### config.mk
export PLATFORM = sky130hd
export DESIGN_NAME = vsync_halfline_gen
export DESIGN_NICKNAME = d
export VERILOG_FILES = /design/src/rtl/vsync_pkg.sv /design/src/rtl/vsync_hcount.sv /design/src/rtl/vsync_vcount.sv /design/src/rtl/vsync_pulse_fsm.sv /design/src/rtl/vsync_halfline_gen.sv
export SDC_FILE = /design/constraint.sdc
export NUM_CORES = 1
export LEC_CHECK = 0
export ABC_AREA = 1
export ABC_CLOCK_PERIOD_IN_PS = 2600
export CORE_AREA = 2 2 82 84
export DETAILED_ROUTE_END_ITERATION = 8
export DIE_AREA = 0 0 84 86
export GPL_TIMING_DRIVEN = 0
export PLACE_DENSITY = 0.45
export SYNTH_ARGS = -nofsm -noshare
export SYNTH_HDL_FRONTEND = slang
export SYNTH_HIERARCHICAL = 1
export SYNTH_SLANG_ARGS = --single-unit
### constraint.sdc
create_clock -name clk -period 2.6 [get_ports clk]
set_input_delay 0.52 -clock clk [delete_from_list [all_inputs] [get_ports clk]]
set_output_delay 0.52 -clock clk [all_outputs]
set_load 0.1 [all_outputs]
### src/rtl/vsync_pkg.sv
package vsync_pkg;

    localparam int HC_W     = 9;
    localparam int H_TOTAL  = 448;
    localparam int HALF_A   = 80;
    localparam int HALF_B   = 304;
    localparam int SHORT_BIT = 4;
    localparam logic [4:0] LONG_END_A = 5'b00100;  // hc 64..79
    localparam logic [4:0] LONG_END_B = 5'b10010;  // hc 288..303

    typedef logic [HC_W-1:0] hc_t;

    typedef enum logic [1:0] {
        PH_HIGH  = 2'd0,
        PH_SHORT = 2'd1,
        PH_LONG  = 2'd2
    } phase_e;

    typedef enum logic [1:0] {
        KIND_NONE  = 2'd0,
        KIND_SHORT = 2'd1,
        KIND_LONG  = 2'd2
    } kind_e;

    typedef struct packed {
        logic start;       // next count is a half-line boundary
        logic short_done;  // bit 4 falls on this step
        logic long_done;   // next count matches a long-pulse end pattern
    } hevt_t;

    function automatic hc_t hc_step(input hc_t cur);
        return (cur == hc_t'(H_TOTAL - 1)) ? '0 : cur + hc_t'(1);
    endfunction

    function automatic logic is_half_start(input hc_t v);
        return (v == hc_t'(HALF_A)) || (v == hc_t'(HALF_B));
    endfunction

    // Full five-bit compare: a partial one would also hit at the 80 boundary.
    function automatic logic long_end_match(input hc_t v);
        return (v[8:4] == LONG_END_A) || (v[8:4] == LONG_END_B);
    endfunction

endpackage

### src/rtl/vsync_hcount.sv
module vsync_hcount
    import vsync_pkg::*;
(
    input  logic  clk,
    input  logic  rst,
    input  logic  pix_en,
    output hc_t   hc,
    output hevt_t evt
);
    hc_t hc_q;
    hc_t hc_nxt;

    always_comb begin
        hc_nxt         = hc_step(hc_q);
        evt.start      = is_half_start(hc_nxt);
        evt.short_done = hc_q[SHORT_BIT] & ~hc_nxt[SHORT_BIT];
        evt.long_done  = long_end_match(hc_nxt);
    end

    always_ff @(posedge clk) begin
        if (rst) begin
            hc_q <= '0;
        end else if (pix_en) begin
            hc_q <= hc_nxt;
        end
    end

    assign hc = hc_q;
endmodule

### src/rtl/vsync_vcount.sv
module vsync_vcount
    import vsync_pkg::*;
#(
    parameter int VC_TOTAL = 1250,
    parameter int PRE_CNT  = 6,
    parameter int LONG_CNT = 5,
    parameter int POST_CNT = 5,
    parameter int VC_W     = $clog2(VC_TOTAL)
) (
    input  logic            clk,
    input  logic            rst,
    input  logic            pix_en,
    input  logic            start,
    output logic [VC_W-1:0] vc,
    output kind_e           kind_nxt
);
    localparam logic [VC_W-1:0] VC_LAST    = VC_W'(VC_TOTAL - 1);
    localparam logic [VC_W-1:0] LONG_FIRST = VC_W'(PRE_CNT);
    localparam logic [VC_W-1:0] POST_FIRST = VC_W'(PRE_CNT + LONG_CNT);
    localparam logic [VC_W-1:0] WIN_END    = VC_W'(PRE_CNT + LONG_CNT + POST_CNT);

    logic [VC_W-1:0] vc_q;
    logic [VC_W-1:0] vc_nxt;

    always_comb begin
        vc_nxt = (vc_q == VC_LAST) ? '0 : vc_q + 1'b1;
        if (vc_nxt >= WIN_END) begin
            kind_nxt = KIND_NONE;
        end else if (vc_nxt >= POST_FIRST) begin
            kind_nxt = KIND_SHORT;
        end else if (vc_nxt >= LONG_FIRST) begin
            kind_nxt = KIND_LONG;
        end else begin
            kind_nxt = KIND_SHORT;
        end
    end

    always_ff @(posedge clk) begin
        if (rst) begin
            vc_q <= '0;
        end else if (pix_en && start) begin
            vc_q <= vc_nxt;
        end
    end

    assign vc = vc_q;
endmodule

### src/rtl/vsync_pulse_fsm.sv
module vsync_pulse_fsm
    import vsync_pkg::*;
(
    input  logic  clk,
    input  logic  rst,
    input  logic  pix_en,
    input  hevt_t evt,
    input  kind_e kind,
    output logic  vsync_n
);
    phase_e phase_q;

    always_ff @(posedge clk) begin
        if (rst) begin
            phase_q <= PH_HIGH;
        end else if (pix_en) begin
            if (evt.start) begin
                case (kind)
                    KIND_SHORT: phase_q <= PH_SHORT;
                    KIND_LONG:  phase_q <= PH_LONG;
                    default:    phase_q <= PH_HIGH;
                endcase
            end else if (phase_q == PH_SHORT && evt.short_done) begin
                phase_q <= PH_HIGH;
            end else if (phase_q == PH_LONG && evt.long_done) begin
                phase_q <= PH_HIGH;
            end
        end
    end

    assign vsync_n = (phase_q == PH_HIGH);
endmodule

### src/rtl/vsync_halfline_gen.sv
module vsync_halfline_gen
    import vsync_pkg::*;
#(
    parameter int VC_TOTAL = 1250,
    parameter int PRE_CNT  = 6,
    parameter int LONG_CNT = 5,
    parameter int POST_CNT = 5,
    parameter int VC_W     = $clog2(VC_TOTAL)
) (
    input  logic            clk,
    input  logic            rst,
    input  logic            pix_en,
    output logic [8:0]      hc,
    output logic [VC_W-1:0] vc,
    output logic            vsync_n
);
    hevt_t evt;
    kind_e kind_nxt;
    hc_t   hc_w;

    vsync_hcount u_hcount (
        .clk    (clk),
        .rst    (rst),
        .pix_en (pix_en),
        .hc     (hc_w),
        .evt    (evt)
    );

    vsync_vcount #(
        .VC_TOTAL (VC_TOTAL),
        .PRE_CNT  (PRE_CNT),
        .LONG_CNT (LONG_CNT),
        .POST_CNT (POST_CNT),
        .VC_W     (VC_W)
    ) u_vcount (
        .clk      (clk),
        .rst      (rst),
        .pix_en   (pix_en),
        .start    (evt.start),
        .vc       (vc),
        .kind_nxt (kind_nxt)
    );

    vsync_pulse_fsm u_fsm (
        .clk     (clk),
        .rst     (rst),
        .pix_en  (pix_en),
        .evt     (evt),
        .kind    (kind_nxt),
        .vsync_n (vsync_n)
    );

    assign hc = hc_w;
endmodule

==> impl_metrics.csv <==
group,metric,value,unit
timing,tightest_slew,975,ps
detailed_routing,postRouteAntennaNets,0,
die,initial_core_util,0.245,
timing,fin_crit,2490,ps
clock_tree,cts_hold_buffers,0,
global_routing,grtUsageTotal,0.120,
worst_setup_path,endpoint_kind,"primary output",
timing,fin_skew,9.53,ps
clock_tree,root_buffer,"clkbuf_8",
worst_setup_path,cp_slowest_stage_delay,1200,ps
timing,rsz0062_at_grt,"false",
synth,synthDistinctLibCells,25,
clock_tree,cts.sinks,22,
synth,synth_edf_count,0,
placed_design,place.gp.congestion,0.823,
timing,timing.fmax,401,MHz
synth,yosysTopAreaCell,"dfxtp_1",
timing,finalMaxSlewViolations,0,
clock_tree,clk_latency,280,ps
synth,synthesis.nets,254,
worst_setup_path,crit_path_max_fanout,7,
synth,synth.area.top_cells,"dfxtp_1 29%, nand2_1 14%, inv_1 9.0%",
worst_setup_path,critical-path-slowest-cell,"clkdlybuf4s50_1",
global_routing,grt_start_max_net_pins,19,
synth,synth_compound_area_frac,0.161,
job,drv_cap,0,
synth,synth_top_area_frac,0.286,
global_routing,grt_pass1_vias,1506,
worst_setup_path,reg2reg_depth,12,
cells_and_area,syn2layout_area_growth,27.7,%
detailed_routing,wire_per_inst,11.6,um
detailed_routing,routed_wirelength,4070,um
cells_and_area,drive_above_1_share,0.113,
global_routing,grt_overflow,0,
worst_setup_path,worstPathBufferInverterCount,1,
synth,synth_xor_area_frac,0.0285,
placed_design,port_buffers,23,
detailed_routing,via_count,1577,
power,p_per_area,434,mW/mm^2
worst_setup_path,crit_cells,1,
timing,hold_viol,0,
power,peakVddDrop,0.221,mV
power,total_power,853,uW
synth,yosys_warnings,6,
worst_setup_path,r2r_start,"u_hcount/hc[1]",
die,core-area,0.00628,sq mm
synth,synth_simple_gate_area_share,0.394,
synth,synthAdderAreaFrac,0.0325,
worst_setup_path,cp-startpoint,"u_vcount/vc[2]",
synth,synthesis.area,0.00154,sq mm
die,die_y,86,um
worst_setup_path,worstSetupEndpoint,"vc[2]",
placed_design,dpl.hpwl,3060,um
clock_tree,clock_path_buffers,2,
worst_setup_path,r2r_slack,380,ps
detailed_routing,drtIter0Drc,53,
synth,yosysSeqAreaShare,0.286,
cells_and_area,multiInputGateArea,948,sq um
status,outcome,"finished, final reports clean",
clock_tree,cts_buffers,3,
synth,synthArstFlopShare,0,
worst_setup_path,worstSetupPathType,"register to primary output",
timing,max_slew_margin,0.348,
worst_setup_path,cp.required,2080,ps
worst_setup_path,r2r_end,"u_vcount/vc[0]",
power,power_leakage,0.868,nW
min_path,hold_class,"register to register",
cells_and_area,regArea,449,sq um
synth,synthFlopType,"dfxtp_1",
synth,ys_seq_elements,22,
clock_tree,h-tree-depth,1,
timing,hold_ws,512,ps
synth,synth_top_family_by_area,"simple AND/OR/NAND/NOR gates",
clock_tree,cts_tree,"done",
clock_tree,cts.clk_slew.worst_paths,100,ps
worst_setup_path,cp_data_arrival_time,1970,ps
detailed_routing,viasPerCell,4.49,
timing,setup_viol,0,
cells_and_area,nFillCells,700,
die,pin_count,24,
worst_setup_path,crit_chain,"clkdlybuf4s50_1",
detailed_routing,dr.pass1.iters,4,
global_routing,grt_pass1_wl,6960,um
cells_and_area,nets,282,
die,placementRows,29,
synth,synthCells,247,
synth,synthMuxAreaShare,0,
worst_setup_path,cp-start-kind,"register",
timing,post-route-period-util,0.959,
die,die-width,84,um
detailed_routing,drc,0,
global_routing,antenna_found_initial,0,
worst_setup_path,path_delay_family,"buffers and inverters",
synth,avgSynthCellArea,6.23,sq um
die,dieArea,0.00722,sq mm
cells_and_area,antenna_cells,0,
-- Yosys cell counts, types with 2 or more instances --
cell type	n
xor2_1	4
dfxtp_1	22
a211oi_1	2
nand2_4	2
nor2_1	31
nand2_1	57
nand4_1	2
nand2_2	3
o21ai_0	20
nand3_2	6
clkbuf_1	2
nand3_1	22
a21oi_1	20
nor2_2	3
inv_1	37
ha_1	4
nor2_4	2
-- metrics by stage --
stage                     std cells  setup slack (ps)   util  TNS, ps  area (sq um)
after floorplan                 247              13.4      -        0          1550
after global placement          347             -65.0  0.299     -138          1870
after detailed placement        347             -72.7  0.299     -178          1870
after CTS                       350              94.1  0.309        0          1940
after global routing            351              41.8  0.313        0          1970
final                           351               106  0.313        0          1970
-- cells by family (layout without fill, tap and decap cells) --
group / Yosys count / after routing
AND/OR/NAND/NOR: 130 / 130
XOR/XNOR: 5 / 5
adder cells (fa/ha/maj): 4 / 4
buffers and inverters: 40 / 67
AO/OA/AOI/OAI: 46 / 46
flip-flops: 22 / 22
-- sequential cells by signal, summed over array words and instances, names as in the netlist --
signal,count
u_vcount/vc,11
u_hcount/hc,9
u_fsm/phase_q,2
-- report_power, final --
group          internal, mW  switching, mW  leakage (nW)
Clock                 0.206          0.136        0.0357
Combinational        0.0357          0.111         0.651
Sequential            0.348         0.0165         0.181
-- layout make-up --
cell class / count / area share
inverters: 38 / 0.0745
repair buffers: 24 / 0.127
clock inverters: 1 / 0.0153
clock buffers: 3 / 0.0210
plain buffers: 1 / 0.00191
flip-flops and latches: 22 / 0.229
well taps: 77 / 0.0490
multi-input cells: 185 / 0.482
-- layer usage --
layer  global-route usage  share of wire  up-vias
met2                0.221           0.48       28
met3               0.0269          0.033        2
li1                     -              -      848
met1                0.144           0.48      699
met5                    0              0        -
met4               0.0220         0.0039        0
-- worst min-delay path by stage --
stage          depth (start not counted)                to             start
2_1_floorplan                          4  u_fsm/phase_q[0]  u_fsm/phase_q[0]
3_3_place_gp                           2    u_hcount/hc[0]    u_hcount/hc[0]
3_5_place_dp                           2    u_hcount/hc[0]    u_hcount/hc[0]
4_1_cts                                2    u_hcount/hc[0]    u_hcount/hc[0]
5_1_grt                                2    u_hcount/hc[0]    u_hcount/hc[0]
6_report                               2    u_hcount/hc[0]    u_hcount/hc[0]
-- what timing repair did --
| item | 4_1_cts | 5_1_grt |
|---|---|---|
| buffers inserted | 0 | 1 |
| endpoints found under the setup margin | 9 | 9 |
| gates resized for setup | 0 | 1 |
-- cell usage in the layout, fill, tap and decap left out, types with 2 or more instances in the layout --
cell and instances:
o21ai_0 20, nand3_1 22, nand3_2 6, a21oi_1 20, clkbuf_8 3, nand2_4 2, nand4_1 2, ha_1 4
nand2_2 3, nand2_1 57, dfxtp_1 15, clkdlybuf4s50_1 23, nor2_4 2, xor2_1 4, a211oi_1 2, inv_1 36
nor2_2 3, nor2_1 31, dfxtp_2 7
No activity file was read; power rests on OpenSTA's default activity.
